===== config.mk =====
export PLATFORM = sky130hd
export DESIGN_NAME = raster_timing_gen
export DESIGN_NICKNAME = d
export VERILOG_FILES = /design/src/rtl/rtg_pkg.sv /design/src/rtl/rtg_regfile.sv /design/src/rtl/rtg_counters.sv /design/src/rtl/rtg_scan_addr.sv /design/src/rtl/raster_timing_gen.sv
export SDC_FILE = /design/constraint.sdc
export NUM_CORES = 1
export LEC_CHECK = 0
export BUFFER_PORTS_ARGS = -buffer_cell sky130_fd_sc_hd__buf_2
export CELL_PAD_IN_SITES_DETAIL_PLACEMENT = 0
export CELL_PAD_IN_SITES_GLOBAL_PLACEMENT = 1
export CORE_MARGIN = 10
export CORE_UTILIZATION = 47
export DETAILED_ROUTE_END_ITERATION = 6
export PLACE_DENSITY = 0.88
export SETUP_SLACK_MARGIN = 0.4
export SYNTH_ARGS = -nofsm -noshare
export SYNTH_HDL_FRONTEND = slang
export SYNTH_SLANG_ARGS = --single-unit

===== constraint.sdc =====
create_clock -name clk -period 6.7 [get_ports clk]
set_clock_uncertainty 0.2 [all_clocks]
set_input_delay 0.67 -clock clk [delete_from_list [all_inputs] [get_ports clk]]
set_output_delay 0.67 -clock clk [all_outputs]
set_load 0.02 [all_outputs]

===== src/rtl/rtg_pkg.sv =====
package rtg_pkg;
  localparam int REG_AW = 5;

  typedef enum logic [REG_AW-1:0] {
    A_VWIN_S   = 5'd0,
    A_VBLANK_S = 5'd1,
    A_VBLANK_E = 5'd2,
    A_VWIN_E   = 5'd3,
    A_VSYNC_E  = 5'd4,
    A_VSYNC_S  = 5'd5,
    A_VPERIOD  = 5'd6,
    A_PIPE     = 5'd7,
    A_HPERIOD  = 5'd8,
    A_HBLANK_S = 5'd9,
    A_HBLANK_E = 5'd10,
    A_HSYNC_E  = 5'd11,
    A_HSYNC_S  = 5'd12,
    A_HEQ      = 5'd13,
    A_HHALF    = 5'd14,
    A_HSERR    = 5'd15,
    A_PITCH    = 5'd16,
    A_XOFF     = 5'd17,
    A_YOFF     = 5'd18,
    A_PSIZE    = 5'd19,
    A_CTRL     = 5'd20
  } reg_addr_e;

  localparam int CTRL_VS_LO = 0;
  localparam int CTRL_HS_LO = 4;
  localparam int CTRL_FBLNK = 10;
endpackage


===== src/rtl/rtg_regfile.sv =====
module rtg_regfile #(
  parameter int CNT_W  = 12,
  parameter int DATA_W = 16
) (
  input  logic                      clk,
  input  logic                      rst_n,
  input  logic                      wr_en,
  input  logic [rtg_pkg::REG_AW-1:0] wr_addr,
  input  logic [DATA_W-1:0]         wr_data,
  input  logic                      load,
  output logic [CNT_W-1:0]          vwin_s,
  output logic [CNT_W-1:0]          vwin_e,
  output logic [CNT_W-1:0]          vblank_s,
  output logic [CNT_W-1:0]          vblank_e,
  output logic [CNT_W-1:0]          vsync_s,
  output logic [CNT_W-1:0]          vsync_e,
  output logic [CNT_W-1:0]          vperiod,
  output logic [CNT_W-1:0]          pipe,
  output logic [CNT_W-1:0]          hperiod,
  output logic [CNT_W-1:0]          hblank_s,
  output logic [CNT_W-1:0]          hblank_e,
  output logic [CNT_W-1:0]          hsync_s,
  output logic [CNT_W-1:0]          hsync_e,
  output logic [CNT_W-1:0]          hhalf,
  output logic [DATA_W-1:0]         pitch,
  output logic [DATA_W-1:0]         xoff,
  output logic [DATA_W-1:0]         yoff,
  output logic [1:0]                psize,
  output logic                      vs_en,
  output logic                      hs_en,
  output logic                      blank_force
);
  import rtg_pkg::*;

  typedef struct packed {
    logic [CNT_W-1:0]  vwin_s, vblank_s, vblank_e, vwin_e, vsync_e, vsync_s, vperiod;
    logic [CNT_W-1:0]  pipe, hperiod, hblank_s, hblank_e, hsync_e, hsync_s, hhalf;
    logic [DATA_W-1:0] pitch, xoff, yoff;
    logic [1:0]        psize;
    logic              vs_en, hs_en, blank_force;
  } cfg_t;

  cfg_t shadow_q, live_q;
  logic [CNT_W-1:0] wr_cnt;
  assign wr_cnt = CNT_W'(wr_data);

  // Shadow copy: written at any time. Slots 13, 15 and unmapped addresses have no storage.
  always_ff @(posedge clk or negedge rst_n) begin
    if (!rst_n) begin
      shadow_q <= '0;
    end else if (wr_en) begin
      case (wr_addr)
        A_VWIN_S:   shadow_q.vwin_s   <= wr_cnt;
        A_VBLANK_S: shadow_q.vblank_s <= wr_cnt;
        A_VBLANK_E: shadow_q.vblank_e <= wr_cnt;
        A_VWIN_E:   shadow_q.vwin_e   <= wr_cnt;
        A_VSYNC_E:  shadow_q.vsync_e  <= wr_cnt;
        A_VSYNC_S:  shadow_q.vsync_s  <= wr_cnt;
        A_VPERIOD:  shadow_q.vperiod  <= wr_cnt;
        A_PIPE:     shadow_q.pipe     <= wr_cnt;
        A_HPERIOD:  shadow_q.hperiod  <= wr_cnt;
        A_HBLANK_S: shadow_q.hblank_s <= wr_cnt;
        A_HBLANK_E: shadow_q.hblank_e <= wr_cnt;
        A_HSYNC_E:  shadow_q.hsync_e  <= wr_cnt;
        A_HSYNC_S:  shadow_q.hsync_s  <= wr_cnt;
        A_HHALF:    shadow_q.hhalf    <= wr_cnt;
        A_PITCH:    shadow_q.pitch    <= wr_data;
        A_XOFF:     shadow_q.xoff     <= wr_data;
        A_YOFF:     shadow_q.yoff     <= wr_data;
        A_PSIZE:    shadow_q.psize    <= wr_data[1:0];
        A_CTRL: begin
          shadow_q.vs_en       <= &wr_data[CTRL_VS_LO +: 2];
          shadow_q.hs_en       <= &wr_data[CTRL_HS_LO +: 2];
          shadow_q.blank_force <= wr_data[CTRL_FBLNK];
        end
        default: ;
      endcase
    end
  end

  // Live copy: only refreshed at a frame end
  always_ff @(posedge clk or negedge rst_n) begin
    if (!rst_n)    live_q <= '0;
    else if (load) live_q <= shadow_q;
  end

  assert_live_frozen_R9: assert property (@(posedge clk) disable iff (!rst_n)
    !load |=> $stable(live_q));

  assign vwin_s = live_q.vwin_s;     assign vwin_e = live_q.vwin_e;
  assign vblank_s = live_q.vblank_s; assign vblank_e = live_q.vblank_e;
  assign vsync_s = live_q.vsync_s;   assign vsync_e = live_q.vsync_e;
  assign vperiod = live_q.vperiod;   assign pipe = live_q.pipe;
  assign hperiod = live_q.hperiod;   assign hhalf = live_q.hhalf;
  assign hblank_s = live_q.hblank_s; assign hblank_e = live_q.hblank_e;
  assign hsync_s = live_q.hsync_s;   assign hsync_e = live_q.hsync_e;
  assign pitch = live_q.pitch;       assign xoff = live_q.xoff;
  assign yoff = live_q.yoff;         assign psize = live_q.psize;
  assign vs_en = live_q.vs_en;       assign hs_en = live_q.hs_en;
  assign blank_force = live_q.blank_force;
endmodule


===== src/rtl/rtg_counters.sv =====
module rtg_counters #(
  parameter int CNT_W = 12
) (
  input  logic             clk,
  input  logic             rst_n,
  input  logic [CNT_W-1:0] hperiod,
  input  logic [CNT_W-1:0] hhalf,
  input  logic [CNT_W-1:0] vperiod,
  output logic [CNT_W-1:0] h_cnt,
  output logic [CNT_W-1:0] v_cnt,
  output logic             frame_end
);
  localparam logic [CNT_W:0] ONE = (CNT_W+1)'(1);

  logic h_wrap, half_hit, v_room, v_step;

  assign h_wrap    = {1'b0, h_cnt} >= ({1'b0, hperiod} + ONE);
  assign half_hit  = (h_cnt == hhalf);
  assign v_room    = ({1'b0, v_cnt} + ONE) < {1'b0, vperiod};
  assign v_step    = h_wrap || half_hit;
  assign frame_end = h_wrap && !v_room;

  always_ff @(posedge clk or negedge rst_n) begin
    if (!rst_n) begin
      h_cnt <= '0;
      v_cnt <= '0;
    end else begin
      h_cnt <= h_wrap ? '0 : h_cnt + 1'b1;
      if (h_wrap)               v_cnt <= v_room ? v_cnt + 1'b1 : '0;
      else if (half_hit && v_room) v_cnt <= v_cnt + 1'b1;
    end
  end

  assert_h_step_R1: assert property (@(posedge clk) disable iff (!rst_n)
    !h_wrap |=> h_cnt == $past(h_cnt) + 1'b1);
  assert_v_hold_R2: assert property (@(posedge clk) disable iff (!rst_n)
    !v_step |=> $stable(v_cnt));
  assert_frame_wrap_R2: assert property (@(posedge clk) disable iff (!rst_n)
    frame_end |=> (h_cnt == '0 && v_cnt == '0));
endmodule


===== src/rtl/rtg_scan_addr.sv =====
module rtg_scan_addr #(
  parameter int DATA_W = 16,
  parameter int ADDR_W = 24
) (
  input  logic [DATA_W-1:0] pitch,
  input  logic [DATA_W-1:0] xoff,
  input  logic [DATA_W-1:0] yoff,
  input  logic [1:0]        psize,
  output logic [ADDR_W-1:0] scan_addr
);
  localparam int PROD_W = 2 * DATA_W;
  localparam int XS_W   = DATA_W + 3;

  function automatic logic [ADDR_W-1:0] start_of(
    input logic [DATA_W-1:0] p, input logic [DATA_W-1:0] x,
    input logic [DATA_W-1:0] y, input logic [1:0] code);
    logic [1:0]        s;
    logic [XS_W-1:0]   step_m1, xr;
    logic [DATA_W-1:0] pa;
    logic [PROD_W-1:0] row;
    s       = (code == 2'd3) ? 2'd2 : code;
    step_m1 = XS_W'(31) >> s;
    xr      = (XS_W'(x) + step_m1) & ~step_m1;
    pa      = {p[DATA_W-1:5], 5'b0};
    row     = PROD_W'(y) * PROD_W'(pa);
    return ADDR_W'(row) + ADDR_W'(xr << s);
  endfunction

  assign scan_addr = start_of(pitch, xoff, yoff, psize);

  always_comb begin
    assert_scan_align_R8: assert (scan_addr[4:0] == 5'd0);
  end
endmodule


===== src/rtl/raster_timing_gen.sv =====
module raster_timing_gen #(
  parameter int CNT_W  = 12,
  parameter int DATA_W = 16,
  parameter int ADDR_W = 24
) (
  input  logic                        clk,
  input  logic                        rst_n,
  input  logic                        wr_en,
  input  logic [rtg_pkg::REG_AW-1:0]  wr_addr,
  input  logic [DATA_W-1:0]           wr_data,
  output logic                        hsync,
  output logic                        vsync,
  output logic                        blank,
  output logic                        active,
  output logic                        vwin,
  output logic                        line_start,
  output logic                        frame_start,
  output logic [ADDR_W-1:0]           scan_addr
);
  logic [CNT_W-1:0] vwin_s, vwin_e, vblank_s, vblank_e, vsync_s, vsync_e, vperiod;
  logic [CNT_W-1:0] pipe, hperiod, hblank_s, hblank_e, hsync_s, hsync_e, hhalf;
  logic [DATA_W-1:0] pitch, xoff, yoff;
  logic [1:0] psize;
  logic vs_en, hs_en, blank_force;
  logic [CNT_W-1:0] h_cnt, v_cnt;
  logic frame_end, hblank_w, vblank_w;

  // Half-open window [s, e) that wraps through zero when s > e
  function automatic logic in_win(input logic [CNT_W-1:0] c,
                                  input logic [CNT_W-1:0] s,
                                  input logic [CNT_W-1:0] e);
    if (s <= e) return (c >= s) && (c < e);
    else        return (c >= s) || (c < e);
  endfunction

  rtg_regfile #(.CNT_W(CNT_W), .DATA_W(DATA_W)) u_regs (
    .clk(clk), .rst_n(rst_n), .wr_en(wr_en), .wr_addr(wr_addr), .wr_data(wr_data),
    .load(frame_end),
    .vwin_s(vwin_s), .vwin_e(vwin_e), .vblank_s(vblank_s), .vblank_e(vblank_e),
    .vsync_s(vsync_s), .vsync_e(vsync_e), .vperiod(vperiod), .pipe(pipe),
    .hperiod(hperiod), .hblank_s(hblank_s), .hblank_e(hblank_e),
    .hsync_s(hsync_s), .hsync_e(hsync_e), .hhalf(hhalf),
    .pitch(pitch), .xoff(xoff), .yoff(yoff), .psize(psize),
    .vs_en(vs_en), .hs_en(hs_en), .blank_force(blank_force)
  );

  rtg_counters #(.CNT_W(CNT_W)) u_cnt (
    .clk(clk), .rst_n(rst_n), .hperiod(hperiod), .hhalf(hhalf), .vperiod(vperiod),
    .h_cnt(h_cnt), .v_cnt(v_cnt), .frame_end(frame_end)
  );

  rtg_scan_addr #(.DATA_W(DATA_W), .ADDR_W(ADDR_W)) u_scan (
    .pitch(pitch), .xoff(xoff), .yoff(yoff), .psize(psize), .scan_addr(scan_addr)
  );

  assign hblank_w    = in_win(h_cnt, hblank_s, hblank_e);
  assign vblank_w    = in_win(v_cnt, vblank_s, vblank_e);
  assign hsync       = hs_en && in_win(h_cnt, hsync_s, hsync_e);
  assign vsync       = vs_en && in_win(v_cnt, vsync_s, vsync_e);
  assign vwin        = in_win(v_cnt, vwin_s, vwin_e);
  assign active      = !hblank_w && !vblank_w;
  assign blank       = !active || blank_force;
  assign line_start  = (h_cnt == pipe);
  assign frame_start = (h_cnt == '0) && (v_cnt == '0);

  assert_line_kick_once_R7: assert property (@(posedge clk) disable iff (!rst_n)
    (line_start && !frame_end) |=> !line_start);
  assert_scan_hold_R9: assert property (@(posedge clk) disable iff (!rst_n)
    !frame_end |=> $stable(scan_addr));
endmodule


## After elaboration in Yosys (flattened, before gate mapping)

Cells that the tools add are included.

- Add/sub/neg operators: 6
- Multipliers: 1
- Magnitude comparators: 17
- Equality and inequality tests: 21
- Shifts and indexed selects: 2
- Muxes and demuxes: 10
- Bitwise operators: 2
- Reduce and logical (&&, ||, !) cells: 46

Operator list:

| operator | number |
|---|---|
| $ge 12x12->1 | 5 |
| $le 12x12->1 | 5 |
| $lt 12x12->1 | 5 |
| $mux 12 | 4 |
| $reduce_and 2->1 | 21 |
| $eq 5x4->1 const B | 6 |
| $add 12x1->13 const B | 2 |
| $eq 5x5->1 const B | 5 |
| $add 12x1->12 const B | 2 |
| $add 24x24->24 | 1 |
| $eq 12x12->1 | 2 |
| $logic_not 12->1 | 2 |
| $shl 19x2->24 | 1 |
| $eq 5x3->1 const B | 4 |
| $add 16x19->19 | 1 |
| $and 19x19->19 | 1 |
| $mul 16x11->19 | 1 |
| $not 19->19 | 1 |
| $shr 5x2->19 const A | 1 |
| $ge 12x13->1 | 1 |
| $lt 13x12->1 | 1 |
| $logic_and 1x1->1 | 11 |
| $eq 5x2->1 const B | 2 |
| $logic_or 1x1->1 | 6 |
| 7 further kinds | 14 |

- Register bits after elaboration: 466
- Output and inout port bits: 31
- Logic and storage cells: 149

## Depth between registers and ports, before layout

- Word-level depth: 7
- Depth in mapped cells: 26

## Cells and area by module

A second synthesis with hierarchy kept.

- Cells, all modules: 2511
- Area, all modules: 29004.1 um2

By module, submodules not included:

| module | instances | cells each | area an instance (um2) | seq. area each (um2) |
|---|---|---|---|---|
| rtg_regfile | 1 | 974 | 16721.0 | 11060.6 |
| rtg_scan_addr | 1 | 723 | 5756.8 | 0.0 |
| raster_timing_gen | 1 | 571 | 4354.2 | 0.0 |
| rtg_counters | 1 | 243 | 2172.1 | 600.6 |

## Worst setup path after synthesis

OpenSTA, ideal clock, no wires.

- Kind: reg2out
- Start point: reg u_regs.live_q, in the netlist u_regs.pitch[8]
- End point: out scan_addr[23]
- Data arrival time: 5.912 ns
- Setup slack: -0.082 ns
- Cell stages (with the launch flop): 26
- Cells stage by stage: dfrtp_1 clkbuf_1 clkbuf_1 nand2_1 fa_1 fa_1 inv_1 ha_1 fa_1 inv_1 fa_1 inv_1 ha_1 nor4_1 a21oi_1 nand3_1 nand2b_1 a211oi_1 nor2_1 ha_1 o21ai_0 a31oi_1 nor4_1 nand4bb_1 xnor2_1 xnor2_1

- Cells in the longest elaborated chain, start to end: 2

RTL lines:

| what | line | source |
|---|---|---|
| start, declared | rtg_regfile.sv:43 | `cfg_t shadow_q, live_q;` |
| start signal, assigned | rtg_regfile.sv:84 | `else if (load) live_q <= shadow_q;` |
| $mul 16x11->19 | rtg_scan_addr.sv:25 | `row = PROD_W'(y) * PROD_W'(pa);` |
| $add 24x24->24 | rtg_scan_addr.sv:26 | `return ADDR_W'(row) + ADDR_W'(xr << s);` |
| end, declared | raster_timing_gen.sv:18 | `output logic [ADDR_W-1:0] scan_addr` |

No other way between the ends.

## Worst setup path after layout

- Start point: reg u_regs.live_q, in the netlist u_regs.yoff[5]
- End point: out scan_addr[20]

The elaborated chain is that of the path after synthesis.

==> impl_metrics.env <==
export IMPL_min_delay_path_class="in -> reg"
export IMPL_timing_critical_path_arrival_ps=6160
export IMPL_crit_path_start_kind="flip-flop"
export IMPL_grt_antenna_before_repair=1
export IMPL_finalHoldViolCount=0
export IMPL_drt_wirelength_per_cell_um=19.65
export IMPL_area_enclosed_by_the_die_boundary_um2=71660
export IMPL_worstPathMaxFanout=4
export IMPL_maxCapViolCount=0
export IMPL_status="finished with violations"
export IMPL_largest_registers="u_regs.shadow_q: 216 flops, u_regs.xoff: 16 flops, u_regs.yoff: 16 flops"
export IMPL_via_per_inst=5.460
export IMPL_clock_insertion_delay_worst_skew_ps=590
export IMPL_setup_slack_of_the_most_critical_reg_to_reg_path_ps=1790
export IMPL_gpl_final_weighted_congestion=0.8881
export IMPL_rsz_0062_raised_after_global_routing="yes"
export IMPL_die_width_um=267.7
export IMPL_finalSetupViolCount=8
export IMPL_finalCritPeriodShare_pct=104.9
export IMPL_num_fill_cells=5023
export IMPL_synthesis_yosys_warnings=0
export IMPL_grt_usage_pct=18.84
export IMPL_post_drt_antenna_nets=0
export IMPL_io_pin_count=55
export IMPL_fin_ws_ps=-326.7
export IMPL_max_clock_path_buffers=3
export IMPL_synth_edff_count=0
export IMPL_timing_max_transition_violations_final=0
export IMPL_syn_cell_area_um2=28830
export IMPL_grt_first_pass_wirelength_um=108100
export IMPL_fmax_mhz=142.3
export IMPL_grt_max_degree=183
export IMPL_largest_reg_flops=216
export IMPL_cts_made_buffers=46
export IMPL_criticalPathCategory="reg -> out"
export IMPL_dp_hpwl_um=45810
export IMPL_failed_checks="setup timing"
export IMPL_via_count_of_the_first_global_routing_pass=19869
export IMPL_seq_area_frac_synth_pct=39.57
export IMPL_cts_clk_slew_worst_paths_ps=60
export IMPL_post_synth_inst_count=2477
export IMPL_wl_um=66740
export IMPL_slew_of_the_pin_with_the_lowest_slew_margin_ps=1195
export IMPL_stdcell_area_um2=32610
export IMPL_ctsHtreeMaxLevel=2
export IMPL_worst_setup_path_end_kind="primary output"
export IMPL_postPlaceCellArea_um2=30060
export IMPL_timing_slew_headroom_pct=19.80
export IMPL_floorplan_initialDensity_pct=47.59
export IMPL_ys_types=61
export IMPL_detail_route_first_pass_iterations=5
export IMPL_numPortBuffers=49
export IMPL_cts_sink_count=456
export IMPL_vias=18543
export IMPL_ys_dominant_reg_cell="dfrtp_1"
export IMPL_remaining_drc_errors=0
export IMPL_finalWorstPathRequiredPeriod_ps=7027
export IMPL_layout_drive_gt1_share_pct=25.44
export IMPL_top_register="u_regs.shadow_q"
export IMPL_ctsRootBufferMaster="clkbuf_16"
export IMPL_rows=90
export IMPL_postSynth_asyncResetShare_pct=100.0
export IMPL_antenna_cells_inserted=0
export IMPL_dieHeight_um=267.7
export IMPL_detailed_route_iter0_violations=1072
export IMPL_worst_endpoint_required_ps=5830
export IMPL_fp_coreArea_um2=60580
export IMPL_clock_tree_from_tritoncts="built"
export IMPL_areaGrowthSynthToFinish_pct=13.10
export IMPL_nets=2959
export IMPL_grt_overflow_total=0
export IMPL_synth_area_per_cell_um2=11.64
export IMPL_synth_ff_latch_count=456
[worst max-delay path, stage by stage, from the launching register on]
cell      delay (ps)
dfrtp_2          430
buf_4            160
nand2_1           80
fa_2             440
fa_1             510
inv_1             50
ha_1             310
fa_1             540
inv_1             60
fa_1             530
inv_1             60
ha_4             260
o21ai_4          190
a21oi_2           90
nand3_2           90
nand2b_1          80
a211oi_2         180
nor2_1            70
ha_1             340
buf_6            150
nand2_2           40
nand2_1           50
a41o_1           250
nor4_4           210
nor2_1           100
xor2_1           150
buf_4            160
[cell families (layout without fill, tap and decap cells)]
family                   count (synthesis)  count (layout)  synth area share [%]
AO/OA/AOI/OAI                          286             286                 6.335
XOR/XNOR                               107             107                 3.250
flip-flops                             456             456                 39.57
buffers and inverters                  381             513                 5.528
multiplexers                           440             440                 19.23
AND/OR/NAND/NOR                        444             444                 7.780
adder cells (fa/ha/maj)                361             361                 18.28
other                                    2               7               0.02605
[cell type report]
cell class	count	area, µm²	area share [%]
multi-input combinational	1645	16430	50.39
inverter	279	1047	3.211
clock inverter	21	220.2	0.6753
clock buffer	65	1343	4.117
sequential	456	11430	35.04
tap	782	978.4	3.000
timing repair buffer	148	1164	3.568
[metal layers]
metal	track usage, %	vias up	share of wire, %
met5	0	-	0
met4	5.115	0	2.1
met3	2.449	93	4.1
met2	30.92	364	47
met1	25.83	9437	47
li1	-	8649	-
[Yosys cell counts, types with 3 or more instances]
cell       instances  area, µm²
dfrtp_1          456      11410
inv_1            277       1040
ha_1             258       3228
mux2_2           169       1903
mux2_4           160       2402
nand2_1          133      499.2
mux2_1           102       1149
fa_1             101       2022
a21oi_1           88      440.4
and2_1            73      456.7
nor2_1            70      262.8
xnor2_1           68      595.6
clkbuf_1          67      251.5
a21o_1            57      427.9
xor2_1            39      341.6
o21ai_0           29      145.1
nand3_1           28      140.1
nand4_1           27      168.9
o21ai_1           24      120.1
nand2b_1          23      143.9
and3_1            20      125.1
nor3_1            19      95.09
buf_6             18      202.7
a211oi_1          16      120.1
nor2b_1           15      93.84
nor4_1            15      93.84
o21a_1            12      90.09
o2111ai_1         10      87.58
mux2i_1            9      90.09
o211ai_1           9      67.56
buf_2              8      40.04
a211o_1            6      52.55
a2111oi_0          5      43.79
a31oi_1            5      31.28
buf_4              5      37.54
o22ai_1            5      31.28
a21boi_1           4      30.03
buf_1              4      15.01
nand3b_1           4      30.03
nor3b_1            4      30.03
o21bai_1           3      22.52
o221ai_1           3      26.28
or3_1              3      18.77
[metrics by stage]
step	setup WS, ps	utilization [%]	hold slack (ps)	std cells	setup TNS (ps)
after floorplan	400.7	-	174.4	2482	0
after global placement	52.88	49.62	261.6	3250	0
after detailed placement	-156.4	49.62	275.9	3250	-309.9
after CTS	-336.9	53.41	217.0	3389	-1707
after global routing	-558.0	53.83	241.8	3396	-3510
final	-326.7	53.83	249.0	3396	-1506
[placed cells by master (no fill, tap or decap), types with 14 or more instances in the layout]
cell       count
ha_1         242
xor2_1        37
nand2_1      126
and3_1        20
nor2b_1       14
o21ai_0       23
o21ai_1       21
xnor2_1       61
a21oi_1       78
inv_1        270
and2_1        69
a21o_1        57
buf_6         16
nand2b_1      22
mux2_4       160
mux2_2       169
buf_4         87
nor3_1        18
mux2_1       102
nand4_1       27
fa_1          99
nor2_1        64
nand3_1       26
buf_2         37
clkbuf_16     46
dfrtp_1      443
[worst paths after layout]
| kind | from | end | cells after the start |
|---|---|---|---|
| hold / removal | wr_data[12] | u_regs.shadow_q[33] | 2 |
| setup / recovery | u_regs.yoff[5] | scan_addr[20] | 26 |
| hold reg to reg | u_regs.hsync_e[11] | u_regs.hsync_e[11] | 1 |
| max in group asynchronous | rst_n | u_regs.yoff[9] | 3 |
| min in group asynchronous | rst_n | u_regs.shadow_q[132] | 2 |
| setup reg to reg | u_cnt.v_cnt[4] | u_regs.vblank_s[11] | 14 |
[repair_timing]
item | CTS | global route
hold buffers | 1 | 0
endpoints found under the setup margin | 11 | 11
endpoints found under the hold margin | 7 | 0
resized for setup | 87 | 40
cloned | 0 | 0
pin swaps | 68 | 35
buffers inserted | 52 | 7
Power is not shown: default switching activity piles up to over one toggle a cycle in this logic, so the estimate is an artifact.
